## src/rtl/clk_prescaler_pkg.sv

```systemverilog
package clk_prescaler_pkg;
   localparam int unsigned PRE_W = 8;

   typedef enum logic {
      SEL_RATIO = 1'b0,
      SEL_TURBO = 1'b1
   } wr_target_e;

   function automatic logic [PRE_W-1:0] phase_limit(input logic [PRE_W-1:0] ratio);
      return ~ratio;
   endfunction
endpackage

```

## src/rtl/pdiv_cfg.sv

```systemverilog
module pdiv_cfg #(
   parameter int unsigned W           = 8,
   parameter logic [W-1:0] RESET_RATIO = '1,
   parameter bit          HAS_TURBO   = 1'b1
) (
   input  logic         clk,
   input  logic         rst_n,
   input  logic         wr_en,
   input  logic         wr_sel,
   input  logic [W-1:0] wr_data,
   input  logic         wrap,
   output logic [W-1:0] ratio_act,
   output logic         turbo
);
   import clk_prescaler_pkg::*;

   logic [W-1:0] ratio_sw;

   initial begin
      assert (W >= 1 && W <= 16) else $error("pdiv_cfg: W out of range");
   end

   always_ff @(posedge clk or negedge rst_n) begin
      if (!rst_n) begin
         ratio_sw <= RESET_RATIO;
      end else if (wr_en && wr_target_e'(wr_sel) == SEL_RATIO) begin
         ratio_sw <= wr_data;
      end
   end

   always_ff @(posedge clk or negedge rst_n) begin
      if (!rst_n) begin
         ratio_act <= RESET_RATIO;
      end else if (wrap) begin
         ratio_act <= ratio_sw;
      end
   end

   generate
      if (HAS_TURBO) begin : g_turbo
         logic turbo_q;
         always_ff @(posedge clk or negedge rst_n) begin
            if (!rst_n) begin
               turbo_q <= 1'b0;
            end else if (wr_en && wr_target_e'(wr_sel) == SEL_TURBO) begin
               turbo_q <= wr_data[0];
            end
         end
         assign turbo = turbo_q;
      end else begin : g_no_turbo
         assign turbo = 1'b0;
      end
   endgenerate

   // the active ratio is only replaced at the end of a half-period
   assert_ratio_at_wrap_R5: assert property (@(posedge clk) disable iff (!rst_n)
      (ratio_act != $past(ratio_act)) |-> $past(wrap));

   // reset restores the fastest ratio
   assert_reset_ratio_R1: assert property (@(posedge clk)
      !rst_n |=> (ratio_act == RESET_RATIO) || !rst_n);
endmodule

```

## src/rtl/pdiv_counter.sv

```systemverilog
module pdiv_counter #(
   parameter int unsigned W = 8
) (
   input  logic         clk,
   input  logic         rst_n,
   input  logic [W-1:0] ratio_act,
   output logic         wrap
);
   logic [W-1:0] cnt_q;
   logic [W-1:0] limit;

   initial begin
      assert (W >= 1) else $error("pdiv_counter: W must be at least 1");
   end

   assign limit = ~ratio_act;
   assign wrap  = (cnt_q == limit);

   always_ff @(posedge clk or negedge rst_n) begin
      if (!rst_n) begin
         cnt_q <= '0;
      end else if (wrap) begin
         cnt_q <= '0;
      end else begin
         cnt_q <= cnt_q + 1'b1;
      end
   end

   // counter stays inside the active half-period
   assert_count_bound_R8: assert property (@(posedge clk) disable iff (!rst_n)
      cnt_q <= limit);
endmodule

```

## src/rtl/pdiv_outputs.sv

```systemverilog
module pdiv_outputs (
   input  logic clk,
   input  logic rst_n,
   input  logic wrap,
   input  logic turbo,
   output logic ck_en,
   output logic ck_tog
);
   logic tog_q;
   logic en_q;
   logic fast_q;

   always_ff @(posedge clk or negedge rst_n) begin
      if (!rst_n) begin
         tog_q <= 1'b0;
         en_q  <= 1'b0;
      end else begin
         en_q <= wrap & tog_q;
         if (wrap) tog_q <= ~tog_q;
      end
   end

   always_ff @(posedge clk or negedge rst_n) begin
      if (!rst_n) fast_q <= 1'b0;
      else        fast_q <= ~fast_q;
   end

   assign ck_en  = turbo ? 1'b1   : en_q;
   assign ck_tog = turbo ? fast_q : tog_q;

   // enable pulse lines up with the falling edge of the toggle phase
   assert_pulse_on_fall_R4: assert property (@(posedge clk) disable iff (!rst_n)
      en_q |-> ($past(tog_q) && !tog_q));

   // a divided enable pulse never lasts two cycles
   assert_single_pulse_R2: assert property (@(posedge clk) disable iff (!rst_n)
      en_q |=> !en_q);
endmodule

```

## src/rtl/clk_prescaler.sv

```systemverilog
module clk_prescaler #(
   parameter int unsigned W           = clk_prescaler_pkg::PRE_W,
   parameter logic [W-1:0] RESET_RATIO = '1,
   parameter bit          HAS_TURBO   = 1'b1
) (
   input  logic         clk,
   input  logic         rst_n,
   input  logic         wr_en,
   input  logic         wr_sel,
   input  logic [W-1:0] wr_data,
   output logic         ck_en,
   output logic         ck_tog
);
   logic [W-1:0] ratio_act;
   logic         turbo;
   logic         wrap;

   pdiv_cfg #(.W(W), .RESET_RATIO(RESET_RATIO), .HAS_TURBO(HAS_TURBO)) u_cfg (
      .clk       (clk),
      .rst_n     (rst_n),
      .wr_en     (wr_en),
      .wr_sel    (wr_sel),
      .wr_data   (wr_data),
      .wrap      (wrap),
      .ratio_act (ratio_act),
      .turbo     (turbo)
   );

   pdiv_counter #(.W(W)) u_cnt (
      .clk       (clk),
      .rst_n     (rst_n),
      .ratio_act (ratio_act),
      .wrap      (wrap)
   );

   pdiv_outputs u_out (
      .clk    (clk),
      .rst_n  (rst_n),
      .wrap   (wrap),
      .turbo  (turbo),
      .ck_en  (ck_en),
      .ck_tog (ck_tog)
   );

   // bypass holds the enable high
   assert_turbo_enable_R6: assert property (@(posedge clk) disable iff (!rst_n)
      turbo |-> ck_en);

   // bypass toggles every cycle
   assert_turbo_toggle_R6: assert property (@(posedge clk) disable iff (!rst_n)
      (turbo && $past(turbo)) |-> (ck_tog != $past(ck_tog)));

   // outputs quiet under reset
   assert_reset_quiet_R1: assert property (@(posedge clk)
      !rst_n |-> (!ck_en && !ck_tog));
endmodule

```

## config.mk

```make
export PLATFORM = sky130hd
export DESIGN_NAME = clk_prescaler
export DESIGN_NICKNAME = d
export VERILOG_FILES = /design/src/rtl/clk_prescaler_pkg.sv /design/src/rtl/pdiv_cfg.sv /design/src/rtl/pdiv_counter.sv /design/src/rtl/pdiv_outputs.sv /design/src/rtl/clk_prescaler.sv
export SDC_FILE = /design/constraint.sdc
export NUM_CORES = 1
export LEC_CHECK = 0
export BUFFER_PORTS_ARGS = -buffer_cell sky130_fd_sc_hd__buf_2
export CORE_AREA = 2 2 52 54
export CTS_CLUSTER_SIZE = 16
export DETAILED_ROUTE_END_ITERATION = 12
export DIE_AREA = 0 0 54 56
export PLACE_DENSITY = 0.73
export RECOVER_POWER = 50
export SYNTH_ARGS = -nofsm -noshare
export SYNTH_HDL_FRONTEND = slang
export SYNTH_HIERARCHICAL = 1
export SYNTH_SLANG_ARGS = --single-unit
```

## constraint.sdc

```tcl
create_clock -name clk -period 3.5 [get_ports clk]
set_input_delay 1.05 -clock clk [delete_from_list [all_inputs] [get_ports clk]]
set_output_delay 1.05 -clock clk [all_outputs]
set_load 0.1 [all_outputs]
```

-- Word-level counts from Yosys, hierarchy flattened
Index checks and enable logic that the tools add are counted.
- eq/ne operators: 1
- multiply operators: 0
- reductions and logical operators: 2
- magnitude comparators: 0
- bitwise logic cells: 5
- shift operators: 0
- div/mod/pow operators: 0
- muxes and demuxes: 3
- add/subtract/negate cells: 1
- operators with widths (cell ; number):
    8-bit by 1-bit adder with 8-bit output, second input constant ; 1
    8-bit == test ; 1
    8-bit two-way mux ; 1
    8-bit inverter ; 1
    1-bit inverter ; 3
    1-bit logical AND ; 2
    1-bit two-way mux ; 2
    1-bit bitwise AND ; 1
- flip-flop bits (word level): 28
- bits in read-only memories: 0
- bits in latches: 0
- input bits: 12
- bits in writable memories: 0
- memories kept: 0

-- Depth between registers and ports, before layout
Gate-level depths: netlist of run 1.
- word-level depth: 3
- mapped depth: 6

-- Hierarchy
Netlist of run 1, hierarchy kept.
- by module, submodules not included (module ; area an instance (um^2) ; times used ; sequential area each (um^2) ; cells each):
    pdiv_cfg ; 700.7 ; 1 ; 445.4 ; 38
    pdiv_counter ; 478.0 ; 1 ; 200.2 ; 44
    pdiv_outputs ; 115.1 ; 1 ; 75.1 ; 8

-- Worst setup path after synthesis of run 1
Ideal clock, no wire load.
- path type: reg-to-output
- start point: register u_cfg.g_turbo.turbo_q, in the netlist u_cfg/turbo
- end point: output port ck_en
- arrival: 1.058 ns
- stages on the path, launching flop included: 2
- data required time: 2.450 ns
- slack: 1.392 ns
- cell sequence: dfrtp_1 or2_1
- cells in the longest elaborated chain, start to end: 1
- RTL lines (what ; RTL line ; RTL):
    start: declaration ; pdiv_cfg.sv:41 ; logic turbo_q;
    start signal: assignment ; pdiv_cfg.sv:46 ; turbo_q <= wr_data[0];
    1-bit two-way mux ; pdiv_outputs.sv:28 ; assign ck_en = turbo ? 1'b1 : en_q;
    end: declaration ; clk_prescaler.sv:11 ; output logic ck_en,
No other way between the ends.

-- Final worst setup path of run 1
- start point: register u_cfg.g_turbo.turbo_q, in the netlist u_cfg/turbo
- end point: output port ck_tog
- cells in the longest elaborated chain, start to end: 1
- RTL lines (what ; RTL line ; RTL):
    1-bit two-way mux ; pdiv_outputs.sv:29 ; assign ck_tog = turbo ? fast_q : tog_q;
    end: declaration ; clk_prescaler.sv:12 ; output logic ck_tog
No other way between the ends.

==> summary.md, run 1 <==
| Metric | Value |
|---|---|
| Crit share post-route | `0.6861` |
| Routed Wire Length | `1947 um` |
| Synth cell types | `23` |
| Max IR drop VDD | `326.1 uV` |
| Number of antenna-violating nets in the routed design | `0` |
| Gate count after technology mapping | `90` |
| Clock Skews | `0.01218 ns` |
| Unrepaired setup endpoints after global routing | `false` |
| Combined area of all synthesized cells | `0.001294 mm^2` |
| Utilization after layout | `0.5730` |
| Max Slew Vio Count | `0` |
| Number of vias in the routed layout | `724` |
| Proportion of total power due to net switching | `0.2445` |
| Die Y-Extent | `56 um` |
| Type of the worst min-delay path | `flop to flop` |
| Clock input transition at the sequential cells of the worst setup and hold paths | `0.12 ns` |
| Min Clock Period, post-route | `2.401 ns` |
| Yosys top cell area share | `0.3250` |
| Bufs on Longest Clock Path | `2` |
| R2r endpoint | `u_cfg/ratio_act[7]$_DFFE_PN1P_` |
| Worst setup path category | `flop to output pin` |
| Static Leak | `0.5834 nW` |
| Run status | `complete, no violations` |
| Global-route usage over all layers | `0.1558` |
| Data arrival time of the worst path | `1.35 ns` |
| Setup Slack @ Placement | `1.359 ns` |
| Maximum number of pins on one net before global-route repair | `29` |
| Post-Synthesis Net Count | `103` |
| DRC violation total after the first TritonRoute iteration | `15` |
| Final global-route overflow total | `0` |
| Power density over cell area | `400.3 mW/mm^2` |
| Overall die width | `54 um` |
| Crit path capture type | `output pin` |
| Cell taking the most area after synthesis | `sky130_fd_sc_hd__dfstp_2` |
| Startpoint of the most critical setup path | `u_cfg/turbo$_DFFE_PN0P_` |
| Rel. slew slack | `0.04516` |
| Cts bufs inserted | `3` |
| Number of antenna violations at the first check in global routing | `0` |
| Worst Slack Setup Final | `1.099 ns` |
| First-pass GRT wire length | `3415 um` |
| Worst reg2reg path startpoint | `u_cnt/cnt_q[3]$_DFF_PN0_` |
| # setup viols final | `0` |
| Top-level I/O count | `14` |
| Avg Vias per Cell | `5.444` |
| Post-detail-place hpwl | `1416 um` |
| Synth-to-layout area growth | `7.737%` |
| Residual DRC | `0` |
| Final Hold Viols | `0` |
| Yosys reg bits | `28` |
| YS warnings | `6` |
| Total inserted antenna cells | `0` |
| R2R setup slack | `1.36 ns` |
| Required time of the critical path | `2.45 ns` |
| Switching Power | `0.1365 mW` |
| Count of buffers from port buffering | `13` |
| Timing endpoint of the critical path | `ck_tog` |
| Number of detailed-route iterations in the first pass | `4` |
| Number of global-route vias before repair | `744` |
| Proportion of power drawn by combinational gates | `0.134` |
| Std-Cell Core Area | `0.002432 mm^2` |
| Cells resized by post-CTS repair | `0` |
| Critical path fanouts, max | `3` |
| Layout cell share with drive strength beyond 1 | `0.5049` |
| Sum of negative setup slack | `0 ns` |
| Post-CTS Setup Inserts | `0` |
| Sequential fraction of the synthesis area | `0.5571` |
| Main area contributors after synthesis | `sky130_fd_sc_hd__dfstp_2, sky130_fd_sc_hd__dfrtp_1, sky130_fd_sc_hd__mux2_4` |
| Highest clock frequency the design can meet | `416.4 MHz` |
| Share of power burned in the clock network | `0.224` |
| Initial cell density of the core | `0.5319` |
| Register share of total power | `0.641` |
| CTS sink cnt | `28` |
| # H-tree levels | `1` |
| Rows | `18` |
| GP Congestion | `0.8442` |
| Max_cap viols | `0` |
| Root buffer cell | `sky130_fd_sc_hd__clkbuf_4` |
| Routed wirelength normalized by instance count | `14.64 um` |
| Slew of the pin with the lowest slew margin | `1.432 ns` |
| Mean area per synthesized cell | `14.37 um^2` |
| Worst reg2reg path depth | `4` |
| Post-cts hold buffer count | `0` |
| Element type at the critical path start | `flop` |
| Internal Power | `0.4215 mW` |
| Total Die Area | `0.003024 mm^2` |
| Number of nets in the finished design | `118` |
| Clock latency at the later pin of the worst-skew pair | `0.32 ns` |
| Fillcell total | `206` |
| Clock tree from TritonCTS | `built` |
==> layout by cell type (no fill, tap or decap) <==
cell type and instances:
sky130_fd_sc_hd__dfstp_2 16, sky130_fd_sc_hd__inv_1 1, sky130_fd_sc_hd__nor2b_4 1, sky130_fd_sc_hd__nand4_1 1, sky130_fd_sc_hd__o21ai_0 3, sky130_fd_sc_hd__xnor2_1 9
sky130_fd_sc_hd__nand3_1 3, sky130_fd_sc_hd__a21boi_1 1, sky130_fd_sc_hd__clkbuf_1 1, sky130_fd_sc_hd__dfrtp_1 12, sky130_fd_sc_hd__and2_1 2, sky130_fd_sc_hd__a21oi_1 4
sky130_fd_sc_hd__mux2_2 9, sky130_fd_sc_hd__ha_1 1, sky130_fd_sc_hd__a22oi_1 3, sky130_fd_sc_hd__buf_2 12, sky130_fd_sc_hd__mux2_4 9, sky130_fd_sc_hd__nor4_4 2
sky130_fd_sc_hd__or3_1 3, sky130_fd_sc_hd__xor2_1 3, sky130_fd_sc_hd__nand2_1 3, sky130_fd_sc_hd__or2_1 1, sky130_fd_sc_hd__clkbuf_4 3
==> kinds of logic (layout without fill, tap and decap cells) <==
group | Yosys count | in the layout | share of synthesized area
AOI/OAI and AO/OA | 11 | 11 | 0.05029
xor gates and xnor gates | 12 | 12 | 0.08125
adders and majority gates | 1 | 1 | 0.009670
buffers and inverters | 4 | 17 | 0.02127
DFF | 28 | 28 | 0.5571
muxes | 18 | 18 | 0.1828
and+or+nand+nor | 16 | 16 | 0.09768
==> routing by layer <==
layer  wire, um  track usage
met1        926       0.2135
met2        927       0.2265
met3         50      0.03495
met4         42      0.08214
met5          0            0
==> sequential cells by signal, summed over array words and instances (netlist names) <==
register and flops:
u_cfg/ratio_sw 8, u_cfg/turbo 1, u_out/fast_q 1, u_cfg/ratio_act 8
u_out/tog_q 1, u_cnt/cnt_q 8, u_out/en_q 1
==> power groups by stage <==
stage,clock network (mW),registers [mW],logic (mW)
floorplan,0,0.360,0.0591
global placement,0,0.363,0.0744
detailed placement,0,0.364,0.0761
CTS,0.132,0.359,0.0761
global route,0.145,0.361,0.0803
finish,0.125,0.358,0.0750
==> cell usage after synthesis <==
master,instances
sky130_fd_sc_hd__a21boi_1,1
sky130_fd_sc_hd__buf_4,1
sky130_fd_sc_hd__inv_1,1
sky130_fd_sc_hd__or3_1,3
sky130_fd_sc_hd__nand3_1,3
sky130_fd_sc_hd__buf_2,1
sky130_fd_sc_hd__nor2b_4,1
sky130_fd_sc_hd__mux2_4,9
sky130_fd_sc_hd__nand2_1,3
sky130_fd_sc_hd__nor4_4,2
sky130_fd_sc_hd__a21oi_1,4
sky130_fd_sc_hd__buf_6,1
sky130_fd_sc_hd__dfrtp_1,12
sky130_fd_sc_hd__and2_1,2
sky130_fd_sc_hd__or2_1,1
sky130_fd_sc_hd__xor2_1,3
sky130_fd_sc_hd__o21ai_0,3
sky130_fd_sc_hd__dfstp_2,16
sky130_fd_sc_hd__xnor2_1,9
sky130_fd_sc_hd__nand4_1,1
sky130_fd_sc_hd__ha_1,1
sky130_fd_sc_hd__mux2_2,9
sky130_fd_sc_hd__a22oi_1,3
==> area by class of cell <==
class / count / area (um^2) / area share
Clock buffer: 3 / 22.52 / 0.01616
Inverter: 1 / 3.754 / 0.002693
Multi-Input combinational cell: 58 / 545.5 / 0.3914
Sequential cell: 28 / 720.7 / 0.5171
Tap cell: 30 / 37.54 / 0.02693
Timing Repair Buffer: 13 / 63.81 / 0.04578
==> stage by stage <==
step | std cells | area, um^2 | total power, mW | hold WS [ns]
3_5_place_dp | 130 | 1373 | 0.4399 | 0.4132
6_report | 133 | 1394 | 0.5580 | 0.4238
5_1_grt | 133 | 1394 | 0.5868 | 0.4427
3_3_place_gp | 130 | 1373 | 0.4374 | 0.4059
4_1_cts | 133 | 1395 | 0.5669 | 0.4308
2_1_floorplan | 90 | 1294 | 0.4196 | 0.3946
==> worst min path at each step <==
stage | cells past startpoint | from | endpoint
floorplan | 1 | u_out/fast_q$_DFF_PN0_ | u_out/fast_q$_DFF_PN0_
global placement | 1 | u_out/fast_q$_DFF_PN0_ | u_out/fast_q$_DFF_PN0_
detailed placement | 1 | u_out/fast_q$_DFF_PN0_ | u_out/fast_q$_DFF_PN0_
CTS | 1 | u_out/fast_q$_DFF_PN0_ | u_out/fast_q$_DFF_PN0_
global route | 1 | u_out/fast_q$_DFF_PN0_ | u_out/fast_q$_DFF_PN0_
finish | 1 | u_out/fast_q$_DFF_PN0_ | u_out/fast_q$_DFF_PN0_
==> critical path: stages (launching register included) <==
cell                      delay (ns)
sky130_fd_sc_hd__dfrtp_1        0.43
sky130_fd_sc_hd__mux2_4         0.20
sky130_fd_sc_hd__buf_2          0.41
Power figures use the tool's default switching activity.
==> run 2: changes to the inputs <==
CORE_AREA = 2 2 54 56   (was 2 2 52 54)
DIE_AREA = 0 0 56 58   (was 0 0 54 56)
PLACE_DENSITY = 0.71   (was 0.73)
clock period = 2.2 ns   (was 3.5 ns; I/O delays follow)
==> summary.md, run 2 (same netlist as run 1, synthesis figures left out) <==
| Metric | Value |
|---|---|
| Sink of the worst hold path | `u_out/fast_q$_DFF_PN0_` |
| Total Die Area | `0.003248 mm^2 (+7.4%)` |
| Data arrival time of the worst path | `1.36 ns (about the same)` |
| Worst reg2reg path startpoint | `u_cfg/ratio_act[7]$_DFFE_PN1P_` |
| Post-CTS Setup Inserts | `0 (unchanged)` |
| Clock tree from TritonCTS | `built` |
| Clock Skews | `0.002375 ns (-0.009801 ns)` |
| CP cell instances | `mux2_4, buf_2` |
| Power density over cell area | `651.5 mW/mm^2 (+63%)` |
| Routed wirelength normalized by instance count | `13.27 um (-9.4%)` |
| # H-tree levels | `1 (unchanged)` |
| Critical path fanouts, max | `3 (unchanged)` |
| Number of instances in the placed design | `133 (+2.3%)` |
| Worst setup path category | `flop to output pin` |
| Post-cts hold buffer count | `0 (unchanged)` |
| Cts bufs inserted | `3 (unchanged)` |
| Sum of negative setup slack | `0 ns (unchanged)` |
| Min Clock Period, post-route | `2.022 ns` |
| R2R setup slack | `0.36 ns (-1.00 ns)` |
| Required time of the critical path | `1.54 ns (-0.91 ns)` |
| DRC violation total after the first TritonRoute iteration | `5 (-10)` |
| CTS sink cnt | `28 (unchanged)` |
| First-pass GRT wire length | `3332 um (-2.4%)` |
| Max Slew Vio Count | `0 (unchanged)` |
| # setup viols final | `0 (unchanged)` |
| Unrepaired setup endpoints after global routing | `false` |
| Maximum number of pins on one net before global-route repair | `29 (unchanged)` |
| Routed Wire Length | `1818 um (-6.6%)` |
| Die Y-Extent | `58 um (+3.6%)` |
| Commonest cells after routing, fill and taps aside | `sky130_fd_sc_hd__dfstp_2, sky130_fd_sc_hd__buf_2, sky130_fd_sc_hd__dfrtp_1` |
| Highest clock frequency the design can meet | `494.6 MHz` |
| Final global-route overflow total | `0 (unchanged)` |
| Max_cap viols | `0 (unchanged)` |
| Number of nets in the finished design | `120 (+1.7%)` |
| Type of the worst min-delay path | `flop to flop` |
| Utilization after layout | `0.5348 (-0.03827)` |
| Global-route usage over all layers | `0.1321 (-0.02369)` |
| Layout cell share with drive strength beyond 1 | `0.5189 (+0.01401)` |
| Clock latency at the later pin of the worst-skew pair | `0.32 ns (about the same)` |
| Number of global-route vias before repair | `767 (+3.1%)` |
| Number of vias in the routed layout | `720 (-0.55%)` |
| Rel. slew slack | `0.08718 (+0.04202)` |
| R2r endpoint | `u_cfg/ratio_act[7]$_DFFE_PN1P_` |
| GP Congestion | `0.8141 (-3.6%)` |
| Post-detail-place hpwl | `1322 um (-6.6%)` |
| Cells resized by post-CTS repair | `0 (unchanged)` |
| Total inserted antenna cells | `0 (unchanged)` |
| Number of instances on the worst hold path | `1 (unchanged)` |
| Element type at the critical path start | `flop` |
| Smallest hold slack | `0.4302 ns (+0.006375 ns)` |
| Run status | `complete, no violations` |
| Slew of the pin with the lowest slew margin | `1.369 ns (-0.06303 ns)` |
| Static Leak | `0.6015 nW (+3.1%)` |
| Max IR drop VDD | `498.4 uV (+53%)` |
| Crit share post-route | `0.9191` |
| Synth-to-layout area growth | `10.06%` |
| Post-layout instance count excluding filler cells | `137 (+3.0%)` |
| Slowest CP cell | `sky130_fd_sc_hd__dfrtp_1` |
| Top-level I/O count | `14 (unchanged)` |
| Startpoint of the most critical hold path | `u_out/fast_q$_DFF_PN0_` |
| Rows | `19 (+1)` |
| Initial cell density of the core | `0.4859 (-0.04599)` |
| Number of antenna violations at the first check in global routing | `0 (unchanged)` |
| Final Hold Viols | `0 (unchanged)` |
| Avg Vias per Cell | `5.255 (-3.5%)` |
| Number of detailed-route iterations in the first pass | `5 (+1)` |
| Most common cell after layout, fill and taps aside | `sky130_fd_sc_hd__dfstp_2` |
| Overall die width | `56 um (+3.7%)` |
| Bufs on Longest Clock Path | `2 (unchanged)` |
| Std-Cell Core Area | `0.002663 mm^2 (+9.5%)` |
| Count of buffers from port buffering | `13 (unchanged)` |
| Root buffer cell | `sky130_fd_sc_hd__clkbuf_4` |
| Number of antenna-violating nets in the routed design | `0 (unchanged)` |
| Crit path capture type | `output pin` |
| Worst reg2reg path depth | `4 (unchanged)` |
| Max incr delay on CP | `0.43 ns (about the same)` |
| Registers with the most flip-flops | `u_cfg/ratio_act (8), u_cfg/ratio_sw (8), u_cnt/cnt_q (8)` |
| Residual DRC | `0 (unchanged)` |
| Clock input transition at the sequential cells of the worst setup and hold paths | `0.14 ns (+0.02 ns)` |
==> run 2: how the worst max path moves through the flow <==
stage	start	to	slack, ns	cells after the start
after global routing	u_cfg/turbo$_DFFE_PN0P_	ck_tog	0.11	2
after floorplan	u_cnt/cnt_q[3]$_DFF_PN0_	u_cfg/ratio_act[0]$_DFFE_PN1P_	0.31	6
after CTS	u_cfg/turbo$_DFFE_PN0P_	ck_tog	0.15	2
after global placement	u_cfg/ratio_act[7]$_DFFE_PN1P_	u_cfg/ratio_act[6]$_DFFE_PN1P_	0.38	4
after detailed placement	u_cnt/cnt_q[3]$_DFF_PN0_	u_cfg/ratio_act[7]$_DFFE_PN1P_	0.36	4
final	u_cfg/turbo$_DFFE_PN0P_	ck_tog	0.18	2
==> run 2: per-stage QoR <==
stage	cell area (um^2)	total power [mW]	setup WS, ns
detailed placement	1389	0.6981	0.3552
CTS	1425	0.9424	0.1474
finish	1424	0.9277	0.1781
global route	1424	0.9736	0.1146
global placement	1389	0.6962	0.3850
floorplan	1294	0.6675	0.3121
==> run 2: cell type report <==
type | instances | area, um^2
Sequential cell | 28 | 720.7
Tap cell | 31 | 38.79
Timing Repair Buffer | 15 | 78.83
Inverter | 1 | 3.754
Fill cell | 240 | 1239
Clock buffer | 4 | 36.28
Multi-Input combinational cell | 58 | 545.5
==> run 2: critical path: cells and delay by family, from the launching register on <==
| kind | cells | cell delay (ns) |
|---|---|---|
| buffers and inverters | 1 | 0.41 |
| DFF | 1 | 0.43 |
| muxes | 1 | 0.20 |
==> run 2: power by group <==
part / switching, mW / total, mW / leakage, nW / internal, mW
clock network: 0.140 / 0.241 / 0.0210 / 0.101
logic: 0.0672 / 0.118 / 0.268 / 0.0506
registers: 0.0134 / 0.569 / 0.313 / 0.556
total: 0.220 / 0.928 / 0.601 / 0.708
==> run 2: routing by layer <==
| metal | wire length (um) | vias up | GRT usage |
|---|---|---|---|
| met3 | 39 | 2 | 0.02679 |
| met4 | 19 | 0 | 0.06463 |
| met2 | 916 | 7 | 0.2101 |
| met5 | 0 | - | 0 |
| met1 | 843 | 367 | 0.1745 |
| li1 | - | 344 | - |
